`src/rtl/ser_tx_pkg.sv`:
```
package ser_tx_pkg;
  typedef enum logic [1:0] {
    DLY_0 = 2'd0,
    DLY_1 = 2'd1,
    DLY_2 = 2'd2
  } dly_e;

  // code 3 saturates to the longest supported delay
  function automatic dly_e clamp_dly(input logic [1:0] d);
    return (d == 2'd3) ? DLY_2 : dly_e'(d);
  endfunction
endpackage

```
`src/rtl/ser_tx_frame_timer.sv`:
```
module ser_tx_frame_timer
  import ser_tx_pkg::*;
#(
  parameter int W = 8
) (
  input  logic       clk_i,
  input  logic       rst_ni,
  input  logic       fsync_i,
  input  logic [1:0] delay_i,
  output logic       start_o,
  output logic       early_o
);
  localparam int CW = $clog2(W + 1);
  localparam logic [CW-1:0] GAP_MAX = CW'(W);

  logic [CW-1:0] gap_q;
  logic [1:0]    pipe_q;
  dly_e          dly_q;
  logic          early_q;
  logic          accept;

  // gap saturates at W: a pulse is legal once a full word time has passed
  assign accept = fsync_i && (gap_q == GAP_MAX);

  always_ff @(posedge clk_i or negedge rst_ni) begin
    if (!rst_ni) begin
      gap_q   <= GAP_MAX;
      pipe_q  <= '0;
      dly_q   <= DLY_0;
      early_q <= 1'b0;
    end else begin
      if (accept)               gap_q <= CW'(1);
      else if (gap_q != GAP_MAX) gap_q <= gap_q + CW'(1);
      pipe_q <= {pipe_q[0], accept};
      if (accept) dly_q <= clamp_dly(delay_i);
      if (fsync_i && !accept) early_q <= 1'b1;
    end
  end

  assign start_o = (accept    && clamp_dly(delay_i) == DLY_0) ||
                   (pipe_q[0] && dly_q == DLY_1) ||
                   (pipe_q[1] && dly_q == DLY_2);
  assign early_o = early_q;
endmodule

```
`src/rtl/ser_tx_buffer.sv`:
```
module ser_tx_buffer #(
  parameter int W = 8
) (
  input  logic         clk_i,
  input  logic         rst_ni,
  input  logic         wr_en_i,
  input  logic [W-1:0] wr_data_i,
  input  logic         copy_i,
  input  logic [W-1:0] prev_i,
  output logic [W-1:0] word_o,
  output logic         ready_o,
  output logic         underflow_o
);
  logic [W-1:0] hold_q;
  logic         ready_q;
  logic         unf_q;

  // no fresh word: relaunch whatever the shifter still holds
  assign word_o = ready_q ? prev_i : hold_q;

  always_ff @(posedge clk_i or negedge rst_ni) begin
    if (!rst_ni) begin
      hold_q  <= '0;
      ready_q <= 1'b1;
      unf_q   <= 1'b0;
    end else begin
      if (copy_i) begin
        if (ready_q) unf_q   <= 1'b1;
        else         ready_q <= 1'b1;
      end
      if (wr_en_i) begin
        hold_q  <= wr_data_i;
        ready_q <= 1'b0;
      end
    end
  end

  assign ready_o     = ready_q;
  assign underflow_o = unf_q;
endmodule

```
`src/rtl/ser_tx_shifter.sv`:
```
module ser_tx_shifter #(
  parameter int W = 8
) (
  input  logic         clk_i,
  input  logic         rst_ni,
  input  logic         start_i,
  input  logic [W-1:0] load_i,
  output logic [W-1:0] word_o,
  output logic         tx_o,
  output logic         tx_en_o
);
  localparam int CW = $clog2(W);

  logic [W-1:0]  sh_q;
  logic [CW-1:0] left_q;
  logic [W-1:0]  src;
  logic          shift;
  logic          tx_q;
  logic          en_q;

  assign src   = start_i ? load_i : sh_q;
  assign shift = start_i || (left_q != '0);

  // rotate rather than shift so the word is intact after W bits
  always_ff @(posedge clk_i or negedge rst_ni) begin
    if (!rst_ni) begin
      sh_q   <= '0;
      left_q <= '0;
      tx_q   <= 1'b0;
      en_q   <= 1'b0;
    end else if (shift) begin
      sh_q   <= {src[W-2:0], src[W-1]};
      left_q <= start_i ? CW'(W - 1) : left_q - CW'(1);
      tx_q   <= src[W-1];
      en_q   <= 1'b1;
    end else begin
      tx_q <= 1'b0;
      en_q <= 1'b0;
    end
  end

  assign word_o  = sh_q;
  assign tx_o    = tx_q;
  assign tx_en_o = en_q;
endmodule

```
`src/rtl/ser_tx_db.sv`:
```
module ser_tx_db #(
  parameter int W = 8
) (
  input  logic         clk_i,
  input  logic         rst_ni,
  input  logic [1:0]   delay_i,
  input  logic         wr_en_i,
  input  logic [W-1:0] wr_data_i,
  input  logic         fsync_i,
  output logic         ready_o,
  output logic         tx_o,
  output logic         tx_en_o,
  output logic         underflow_o,
  output logic         early_fs_o
);
  logic         start;
  logic [W-1:0] sh_word;
  logic [W-1:0] launch_word;

  ser_tx_frame_timer #(.W(W)) u_timer (
    .clk_i   (clk_i),
    .rst_ni  (rst_ni),
    .fsync_i (fsync_i),
    .delay_i (delay_i),
    .start_o (start),
    .early_o (early_fs_o)
  );

  ser_tx_buffer #(.W(W)) u_buf (
    .clk_i       (clk_i),
    .rst_ni      (rst_ni),
    .wr_en_i     (wr_en_i),
    .wr_data_i   (wr_data_i),
    .copy_i      (start),
    .prev_i      (sh_word),
    .word_o      (launch_word),
    .ready_o     (ready_o),
    .underflow_o (underflow_o)
  );

  ser_tx_shifter #(.W(W)) u_shift (
    .clk_i   (clk_i),
    .rst_ni  (rst_ni),
    .start_i (start),
    .load_i  (launch_word),
    .word_o  (sh_word),
    .tx_o    (tx_o),
    .tx_en_o (tx_en_o)
  );
endmodule

```
`config.mk`:
```
export PLATFORM = sky130hd
export DESIGN_NAME = ser_tx_db
export DESIGN_NICKNAME = d
export VERILOG_FILES = /design/src/rtl/ser_tx_pkg.sv /design/src/rtl/ser_tx_frame_timer.sv /design/src/rtl/ser_tx_buffer.sv /design/src/rtl/ser_tx_shifter.sv /design/src/rtl/ser_tx_db.sv
export SDC_FILE = /design/constraint.sdc
export NUM_CORES = 1
export LEC_CHECK = 0
export ABC_AREA = 1
export CAP_MARGIN = 20
export CELL_PAD_IN_SITES_DETAIL_PLACEMENT = 2
export CELL_PAD_IN_SITES_GLOBAL_PLACEMENT = 2
export CORE_MARGIN = 4
export CORE_UTILIZATION = 36
export CTS_BUF_LIST = sky130_fd_sc_hd__clkbuf_2
export DETAILED_ROUTE_END_ITERATION = 12
export MAX_ROUTING_LAYER = met4
export PLACE_DENSITY_LB_ADDON = 0.1
export SKIP_CTS_REPAIR_TIMING = 1
export SKIP_LAST_GASP = 1
export SYNTH_ARGS = -nofsm -noshare
export SYNTH_HDL_FRONTEND = slang
export SYNTH_SLANG_ARGS = --single-unit
```
`constraint.sdc`:
```
create_clock -name clk_i -period 2.5 [get_ports clk_i]
set_input_delay 0.5 -clock clk_i [delete_from_list [all_inputs] [get_ports clk_i]]
set_output_delay 0.5 -clock clk_i [all_outputs]
set_load 0.01 [all_outputs]
```
After elaboration in Yosys (flattened, before gate mapping) --
Index checks and enable logic that the tools add are counted.
Operators by class: add/subtract/negate cells 2, mux-type cells 10, eq/ne operators 5, reductions and logical operators 14
Operators by type and width (count):
- 8-bit 2-to-1 mux | 2
- 4-bit 2-to-1 mux | 2
- 1-bit logical AND | 5
- 4-bit by 1-bit adder with 4-bit output, second input constant | 1
- 2-bit equality test, second input constant | 2
- 4-bit equality test, second input constant | 1
- 1-bit 2-to-1 mux | 4
- 4-bit inequality test, second input constant | 1
- 2-bit nonzero test | 2
- 1-bit logical OR | 3
- 3-bit 2-to-1 mux | 1
- 3-bit nonzero test | 1
- 3-bit by 1-bit subtractor with 3-bit output, second input constant | 1
- 2-bit by 1-bit equality test with 1-bit output, second input constant | 1
- 2-bit zero test | 1
- 2-bit 2-to-1 mux | 1
- 2-bit AND reduction | 1
- 1-bit zero test | 1
Word-level totals: logic and storage cells 42, output and inout port bits 5, bits in registers 32, input bits 14

Depth between registers and ports, before layout --
Gate-level depths: netlist (run 1).
word-level depth 8, mapped depth 11

By module --
Synthesis (run 1) repeated with hierarchy kept, for this count alone.
Second synthesis, totals: cells, all modules 204, area, all modules 1639.1 µm²
By module, submodules not included:
- ser_tx_shifter | instances 1, cells an instance 86, area an instance 699.4 µm²
- ser_tx_buffer | instances 1, cells an instance 67, area an instance 493.0 µm²
- ser_tx_frame_timer | instances 1, cells an instance 51, area an instance 446.7 µm²

Least setup slack after synthesis (run 1) --
No wires, ideal clock.
kind reg-to-reg, start reg u_timer.gap_q[0], end reg u_shift.sh_q[0], in the netlist u_shift.word_o[0], required time 2435 ps, clock period less this slack 1398 ps, setup slack 1102 ps, arrival 1333 ps, cell stages (with the launch flop) 12, setup time 65 ps, path buffers 1, cell sequence dfrtp_1 inv_1 ha_1 nand2_1 nor2_4 nand3_4 nand2_4 buf_6 nand2_2 nand2_1 nand2_1 nand2_1
Between the ends: longest elaborated chain between the ends 6, elaborated cells on any way between the ends 7
Ends and longest elaborated chain:
- start, declared | line ser_tx_frame_timer.sv:16 | logic [CW-1:0] gap_q;
- start signal, assigned | line ser_tx_frame_timer.sv:33 | else if (gap_q != GAP_MAX) gap_q <= gap_q + CW'(1);
- 4-bit equality test (*) | line ser_tx_frame_timer.sv:23 | assign accept = fsync_i && (gap_q == GAP_MAX);
- 1-bit logical AND (*) | line ser_tx_frame_timer.sv:23
- 1-bit logical AND (*) | line ser_tx_frame_timer.sv:40 | assign start_o = (accept && clamp_dly(delay_i) == DLY_0) ||
- 1-bit logical OR (*) | line ser_tx_frame_timer.sv:40
- 1-bit logical OR (*) | line ser_tx_frame_timer.sv:41 | (pipe_q[0] && dly_q == DLY_1) ||
- 8-bit 2-to-1 mux or 1-bit logical OR (tied branches) | line ser_tx_shifter.sv:21, ser_tx_shifter.sv:22
- end signal, assigned | line ser_tx_shifter.sv:32 | sh_q <= {src[W-2:0], src[W-1]};
- end, declared | line ser_tx_shifter.sv:14 | logic [W-1:0] sh_q;
Every way passes the cells marked *; elsewhere a longest branch is shown, timed or not. A chain may end at the register's enable or synchronous reset.

Worst setup path after layout (run 1) --
start reg u_buf.ready_q, in the netlist u_buf.ready_o, end out ready_o
RTL lines:
- start, declared | line ser_tx_buffer.sv:15 | logic ready_q;
- start signal, assigned | line ser_tx_buffer.sv:24 | ready_q <= 1'b1;
- start signal, assigned | line ser_tx_buffer.sv:29 | else ready_q <= 1'b1;
- start signal, assigned | line ser_tx_buffer.sv:33 | ready_q <= 1'b0;
- end, declared | line ser_tx_db.sv:10 | output logic ready_o,
No word-level cell between the ends.

==> flow_metrics.tcl, run 1 <==
set metrics [dict create \
    outcome "complete, no violations" \
    ys_seq_area_share_pct 53.1 \
    syn_area_sq_um 1510 \
    power_density_nw_per_um2 1040 \
    critPathLaunchType "flop" \
    fin_setup_tns_ns 0 \
    via_count 1256 \
    fin_skew_ns 0.0166 \
    antenna_left 0 \
    cp_cell_sequence "clkdlybuf4s50_1" \
    tightest_slew_ns 0.508 \
    drt_pre_antenna_iters 3 \
    worst-path-buf-inv 1 \
    syn2layout_area_growth_pct 19.1 \
    stdcell_count 255 \
    slew-limit-headroom_pct 66.0 \
    dpl-instance-area_sq_um 1740 \
    grt_pass1_vias 1390 \
    multiInputGateArea_sq_um 604 \
    p_leak_nw 0.892 \
    use_met2_pct 31.2 \
    finalPower_mw 1.87 \
    fp.dieW_um 72.9 \
    avgViaCountPerCell 4.93 \
    final.fill_count 450 \
    synth_cell_types 22 \
    ys_warn_count 0 \
    most-common-layout-cells "nand2_1, dfrtp_1, inv_1, o21ai_0, clkdlybuf4s50_1" \
    initial_utilization_pct 37.6 \
    crit_required_ns 2.00 \
    hp-class "reg -> reg" \
    max_freq_mhz 450 \
    drc_errors 0 \
    finalSetupViolations 0 \
    max-vdd-ir-drop_mv 0.426 \
    fin_crit_sh_pct 88.9 \
    register_area_sq_um 803 \
    drv_cap 0 \
    clk_latency_ns 0.38 \
    routabilityCongestion 0.830 \
    cts-buffers-inserted 5 \
    wire_per_inst_um 15.0 \
    drive_gt1_share_pct 8.78 \
    grt-ovfl-total 0 \
    crit_arrival_ns 1.72 \
    synth_nets 200 \
    final_common_cell "nand2_1" \
    die_area_sq_um 5310 \
    wl_mm 3.83 \
    cts.sinks 32 \
    use_met3_pct 4.82 \
    utilization_pct 44.8 \
    nets 222 \
    critical_path_class "reg -> out" \
    grt_max_degree 33 \
    finalHoldViolations 0 \
    hpwl_mm 2.90 \
    drt-initial-drc-count 39 \
    crit_family "flip-flops" \
    fin_area_sq_um 1800 \
    drv_slew 0 \
    slowest_stage "dfstp_2" \
    portBuffers 18 \
    die_h_um 72.9 \
    grt_antenna_before_repair 0 \
    critPathCaptureType "primary output" \
    htree_levels 2 \
    clk_pin_slew_worst_paths_ns 0.17 \
    gr-usage-met1_pct 18.6 \
    avgSynthCellArea_sq_um 8.32 \
    ios 19 \
    top_usage_layer "met2" \
    synth-seq-cells 32 \
    syn_inst 182 \
    grt_pass1_wl_mm 6.73 \
    clk_path_buf_depth 2 \
    rows 23 \
    diodes 0 \
    critical_path.max_fanout 19 \
    period_needed_ns 2.22 \
    core_sq_um 4030 \
    cpPeakStageDelay_ns 0.74 \
    tritoncts "yes" \
    global_route.usage.total_pct 17.4 \
    place_inst 247 \
    root_buffer "clkbuf_2" \
    grt_setup_unrepaired "no" \
]
## cell families after synthesis
group,synth area share [%]
fa+ha+maj,3.31
simple gates,26.4
xor+xnor,1.16
buf+inv,7.02
compound gates,9.09
flops,53.1
## worst reg2reg max path, delay by kind of cell, from the launching register on
| family | cells | cell delay [ns] |
|---|---|---|
| adder cells (fa/ha/maj) | 1 | 0.16 |
| AND/OR/NAND/NOR | 7 | 0.93 |
| flip-flops | 1 | 0.44 |
| buffers and inverters | 2 | 0.19 |
## worst paths after layout
check                                                   from                             to  slack, ns  cells past startpoint
max in group asynchronous                             rst_ni   u_timer.gap_q[3]$_DFFE_PN1P_       1.66                      2
min in group asynchronous                             rst_ni  u_shift.left_q[1]$_DFFE_PN0P_       0.50                      2
worst max-delay path               u_buf.ready_o$_DFFE_PN1P_                        ready_o       0.28                      1
worst min-delay path             u_timer.pipe_q[0]$_DFF_PN0_    u_timer.pipe_q[1]$_DFF_PN0_       0.40                      0
worst min register to register   u_timer.pipe_q[0]$_DFF_PN0_    u_timer.pipe_q[1]$_DFF_PN0_       0.40                      0
worst max register to register  u_timer.gap_q[0]$_DFFE_PN0P_  u_shift.word_o[1]$_DFFE_PN0P_       0.75                     10
## flip-flops by register name, indices dropped and copies added, names as in the netlist
name	cells
u_buf.hold_q	8
u_buf.ready_o	1
u_buf.underflow_o	1
u_shift.left_q	3
u_shift.tx_en_o	1
u_shift.tx_o	1
u_shift.word_o	8
u_timer.dly_q	2
u_timer.early_o	1
u_timer.gap_q	4
u_timer.pipe_q	2
## power breakdown
group          internal (mW)  leakage (nW)  switching, mW
registers              0.697         0.379          0.151
logic                  0.268         0.475          0.417
clock network          0.163        0.0380          0.176
## per-stage QoR
| stage | setup slack, ns | hold WS, ns |
|---|---|---|
| 2_1_floorplan | 1.10 | 0.204 |
| 3_3_place_gp | 0.635 | 0.365 |
| 3_5_place_dp | 0.553 | 0.373 |
| 4_1_cts | 0.244 | 0.406 |
| 5_1_grt | 0.178 | 0.427 |
| 6_report | 0.277 | 0.404 |
## Yosys cell counts, drive strengths merged
cell,instances,area [sq um]
nand2,73,289
nand3,11,67.6
dfrtp,30,751
clkbuf,2,7.51
ha,4,50.1
o21bai,2,15.0
a21o,1,7.51
inv,22,82.6
xnor2,1,8.76
a21oi,2,10.0
buf,2,16.3
dfstp,2,52.6
nor2,8,42.5
xor2,1,8.76
o21ai,21,105
## final cells by class
| type | count | area share, % |
|---|---|---|
| clock buffers | 5 | 1.39 |
| clock inverters | 3 | 2.08 |
| flip-flops and latches | 32 | 44.6 |
| multi-input cells | 124 | 33.5 |
| well taps | 50 | 3.47 |
| repair buffers | 19 | 10.4 |
| inverters | 22 | 4.58 |
## per-layer routing
layer,up-vias,share of wire (%)
li1,605,-
met1,626,41
met2,16,54
met3,9,3.5
met4,0,1.4
met5,-,0
Power figures use the tool's default switching activity.
==> inputs of run 2 (changes only) <==
Settings changed: CORE_MARGIN 4 to not set, GPL_TIMING_DRIVEN set to 0.
==> flow_metrics.tcl, run 2 (synthesis gave the netlist of run 1 again) <==
set metrics [dict create \
    drt_pre_antenna_iters 4 \
    grt_max_degree 33 \
    fin_area_sq_um 1790 \
    via_count 1281 \
    hpwl_mm 2.94 \
    clk_path_buf_depth 2 \
    finalSetupViolations 0 \
    switching_share_pct 41.2 \
    layout_setup_ws_ns 0.572 \
    avgViaCountPerCell 4.97 \
    drive_gt1_share_pct 10.6 \
    grt_pass1_wl_mm 6.39 \
    grt_setup_unrepaired "no" \
    rows 23 \
    syn2layout_area_growth_pct 18.3 \
    slew-limit-headroom_pct 50.6 \
    wl_mm 3.91 \
    fin_skew_ns 0.0417 \
    grt_pass1_vias 1356 \
    final_common_cell "nand2_1" \
    crit_family "flip-flops" \
    finalPower_mw 1.81 \
    tightest_slew_ns 0.741 \
    max-vdd-ir-drop_mv 0.340 \
    p_seq_share_pct 44.6 \
    drv_slew 0 \
    final.fill_count 466 \
    drt-initial-drc-count 45 \
    ios 19 \
    dpl-instance-area_sq_um 1750 \
    critPathCaptureType "primary output" \
    core_sq_um 4030 \
    max_freq_mhz 519 \
    tritoncts "yes" \
    fin_crit_sh_pct 77.1 \
    finalHoldViolations 0 \
    outcome "complete, no violations" \
    p_int_mw 1.06 \
    p_comb_share_pct 41.7 \
    critical_path_class "reg -> out" \
    hp-class "in -> async" \
    drc_errors 0 \
    power_density_nw_per_um2 1010 \
    portBuffers 18 \
    fp.dieW_um 66.9 \
    clk_latency_ns 0.37 \
    top_usage_layer "met2" \
    die_h_um 66.9 \
    holdWs_ns 0.168 \
    cp_cell_sequence "clkdlybuf4s50_1" \
    grt_antenna_before_repair 0 \
    cts.sinks 32 \
    cts-buffers-inserted 5 \
    routabilityCongestion 0.748 \
    cpPeakStageDelay_ns 0.56 \
    root_buffer "clkbuf_2" \
    drv_cap 0 \
    diodes 0 \
    gr-usage-met1_pct 20.3 \
    grt-ovfl-total 0 \
    fin_setup_tns_ns 0 \
    crit_arrival_ns 1.43 \
    power.share.clock_pct 13.7 \
    switchingPower_mw 0.745 \
    critPathLaunchType "flop" \
    reg2reg_slack_ns 0.82 \
    nets 225 \
    use_met3_pct 6.16 \
    wire_per_inst_um 15.1 \
    use_met2_pct 40.5 \
    period_needed_ns 1.93 \
    initial_utilization_pct 37.6 \
    die_area_sq_um 4470 \
    global_route.usage.total_pct 20.9 \
    clk_pin_slew_worst_paths_ns 0.19 \
    p_leak_nw 0.895 \
    critical_path.max_fanout 2 \
    crit_required_ns 2.00 \
    most-common-layout-cells "nand2_1, dfrtp_1, inv_1, o21ai_0, clkdlybuf4s50_1" \
    htree_levels 2 \
    slowest_stage "dfstp_2" \
    antenna_left 0 \
    worst-path-buf-inv 1 \
    pre_cts_ws_ns 0.538 \
]
## run 2: cell count changes in the layout (fill, tap and decap cells not counted), sizes merged
cell | previous run | this run
clkinv | 2 | 1
clkbuf | 5 | 9
clkdlybuf4s50 | 18 | 17
buf | 1 | 3
bufinv | 1 | 0
## run 2: cell type report
type	instances	area, sq um	area share, %
clock buffer	7	35.0	1.96
sequential	32	803	44.8
clock inverter	1	5.00	0.279
timing repair buffer	18	175	9.78
buffer	4	23.8	1.33
inverter	22	82.6	4.61
tap	50	62.6	3.49
multi-input combinational	124	604	33.7
## run 2: per-layer routing
layer  up-vias  part of all wire (%)
li1        618                     -
met1       645                    39
met2        16                    58
met3         2                   2.4
met4         0                  0.56
met5         -                     0
## run 2: worst register-to-register path, delay by kind of cell, from the launching register on
family                     cells  cell delay (ns)
and+or+nand+nor                5             0.63
AOI/OAI and AO/OA              1             0.08
DFF                            1             0.43
adders and majority gates      1             0.15
buffers and inverters          3             0.29
## run 2: power by group through the flow
stage               sequential [mW]  clock [mW]  combinational (mW)
global placement              0.805           0               0.696
floorplan                     0.801           0               0.513
CTS                           0.810       0.259               0.779
global route                  0.828       0.281               0.874
detailed placement            0.821           0               0.768
finish                        0.807       0.247               0.754
## run 2: path summary, 6_finish.rpt
kind,from,to,cells after the start
min reg2reg,u_timer.pipe_q[0]$_DFF_PN0_,u_timer.pipe_q[1]$_DFF_PN0_,0
max reg2reg,u_timer.gap_q[0]$_DFFE_PN0P_,u_timer.dly_q[0]$_DFFE_PN0N_,10
min,rst_ni,u_shift.word_o[0]$_DFFE_PN0P_,1
max in group asynchronous,rst_ni,u_shift.left_q[0]$_DFFE_PN0P_,1
min in group clk_i,u_timer.pipe_q[0]$_DFF_PN0_,u_timer.pipe_q[1]$_DFF_PN0_,0
max,u_buf.ready_o$_DFFE_PN1P_,ready_o,1
## run 2: through the flow
step	cells	utilization [%]
2_1_floorplan	182	-
3_3_place_gp	250	43.6
3_5_place_dp	250	43.5
4_1_cts	258	44.5
5_1_grt	258	44.5
6_report	258	44.5
==> inputs of run 3 (changes only) <==
Settings changed: CORE_UTILIZATION 36 to 30.
Clock period 2.5 ns to 1.7 ns, I/O delays scaled along.
==> flow_metrics.tcl, run 3 (synthesis gave the netlist of run 1 again) <==
set metrics [dict create \
    syn2layout_area_growth_pct 26.1 \
    max_freq_mhz 611 \
    die_h_um 73.0 \
    crit_family "simple AND/OR/NAND/NOR gates" \
    initial_utilization_pct 31.6 \
    portBuffers 18 \
    diodes 0 \
    clk_latency_ns 0.39 \
    drc_errors 0 \
    cpPeakStageDelay_ns 0.43 \
    crit_cells 10 \
    drt_pre_antenna_iters 4 \
    outcome "complete, but fails checks" \
    violations "hold timing" \
    holdWs_ns -0.0236 \
    grt-ovfl-total 0 \
    final_common_cell "nand2_1" \
    max-vdd-ir-drop_mv 0.627 \
    r2r-start "u_timer.gap_q[0]$_DFFE_PN0P_" \
    grt_setup_unrepaired "yes" \
    finalPower_mw 2.82 \
    die_area_sq_um 5330 \
    crit_required_ns 1.99 \
    p_leak_nw 0.947 \
    drive_gt1_share_pct 13.6 \
    drt-initial-drc-count 34 \
    clk_path_buf_depth 2 \
    critPathLaunchType "flop" \
    crit_end "u_shift.word_o[2]$_DFFE_PN0P_" \
    cts.sinks 32 \
    rows 25 \
    finalSetupViolations 0 \
    cp_cell_sequence "inv_2, ha_1, nand2_1, nor2_4, nand3_4, buf_4, nand3_1, nand2_1, nand2_1, nand2_1" \
    tritoncts "yes" \
    ios 19 \
    routabilityCongestion 0.700 \
    wl_mm 4.00 \
    antenna_left 0 \
    fp.dieW_um 73.0 \
    avgViaCountPerCell 4.61 \
    crit_arrival_ns 1.93 \
    wire_per_inst_um 14.3 \
    grt_pass1_wl_mm 6.75 \
    grt_antenna_before_repair 0 \
    hpwl_mm 2.76 \
    fin_crit_sh_pct 96.2 \
    reg2reg_depth 10 \
    fin_setup_tns_ns 0 \
    clk_pin_slew_worst_paths_ns 0.19 \
    tightest_slew_ns 0.737 \
    critical_path.max_fanout 7 \
    slowest_stage "dfrtp_1" \
    most-common-layout-cells "nand2_1, dfrtp_1, o21ai_0" \
    worst-path-buf-inv 2 \
    cpMostUsedCell "nand2_1" \
    reg2reg_slack_ns 0.06 \
    via_count 1290 \
    global_route.usage.total_pct 17.7 \
    period_needed_ns 1.64 \
    hp-class "in -> async" \
    finalHoldViolations 9 \
    drv_cap 0 \
    crit_start "u_timer.gap_q[0]$_DFFE_PN0P_" \
    grt_max_degree 33 \
    fin_skew_ns 0.0351 \
    r2r_end "u_shift.word_o[2]$_DFFE_PN0P_" \
    cts-buffers-inserted 5 \
    slew-limit-headroom_pct 50.9 \
    power_density_nw_per_um2 1480 \
    grt_pass1_vias 1405 \
    root_buffer "clkbuf_2" \
    core_sq_um 4790 \
    drv_slew 0 \
    critPathCaptureType "flop" \
    critical_path_class "reg -> reg" \
    htree_levels 2 \
    nets 230 \
]
run 3: changes by cell type in the layout (fill, tap and decap cells not counted), sizes merged:
| cell | delta |
|---|---|
| buf | +5 |
| clkbuf | -1 |
| clkdlybuf4s50 | -3 |
| clkinv | +1 |
| dlymetal6s2s | +3 |
run 3: worst min-delay path by stage:
stage | from | endpoint | slack (ns) | depth (start not counted)
floorplan | rst_ni | u_buf.hold_q[0]$_DFFE_PN0P_ | 0.04 | 0
detailed placement | u_timer.pipe_q[0]$_DFF_PN0_ | u_timer.pipe_q[1]$_DFF_PN0_ | 0.37 | 0
global route | rst_ni | u_shift.word_o[5]$_DFFE_PN0P_ | 0.004 | 1
finish | rst_ni | u_shift.word_o[5]$_DFFE_PN0P_ | -0.02 | 1
CTS | rst_ni | u_shift.word_o[5]$_DFFE_PN0P_ | -0.01 | 1
global placement | u_timer.pipe_q[0]$_DFF_PN0_ | u_timer.pipe_q[1]$_DFF_PN0_ | 0.36 | 0
run 3: worst reg2reg max path, delay by kind of cell (launching register included):
family | cells | cell delay [ns]
adders and majority gates | 1 | 0.17
buffers and inverters | 2 | 0.27
DFF | 1 | 0.43
and+or+nand+nor | 7 | 0.67
run 3: layout make-up:
| cell class | count | area (sq um) |
|---|---|---|
| timing repair buffer | 24 | 245 |
| clock inverter | 2 | 7.51 |
| multi-input combinational | 124 | 633 |
| fill | 550 | 2880 |
| sequential | 32 | 803 |
| inverter | 22 | 82.6 |
| clock buffer | 6 | 30.0 |
| tap | 67 | 83.8 |
| buffer | 3 | 23.8 |
run 3: through the flow:
stage                     setup slack [ns]  area, sq um  utilization, %  cells
final                               0.0645         1910            39.9    280
after detailed placement           -0.0667         1770            37.0    267
after global placement              -0.389         1780            37.2    267
after CTS                           -0.123         1810            37.8    275
after global routing               -0.0609         1910            39.9    280
after floorplan                      0.302         1510               -    182
run 3: metal layers:
metal	track usage, %	wire length, um	vias up
met5	-	0	-
met4	5.88	74	0
met3	4.14	121	8
met2	31.9	2160	18
met1	19.1	1640	641
li1	-	-	623
run 3: where the power goes:
part           total, mW  internal, mW  leakage (nW)  switching [mW]
sequential          1.19          1.02         0.379           0.162
clock              0.365        0.0989        0.0281           0.266
combinational       1.27         0.544         0.541           0.729
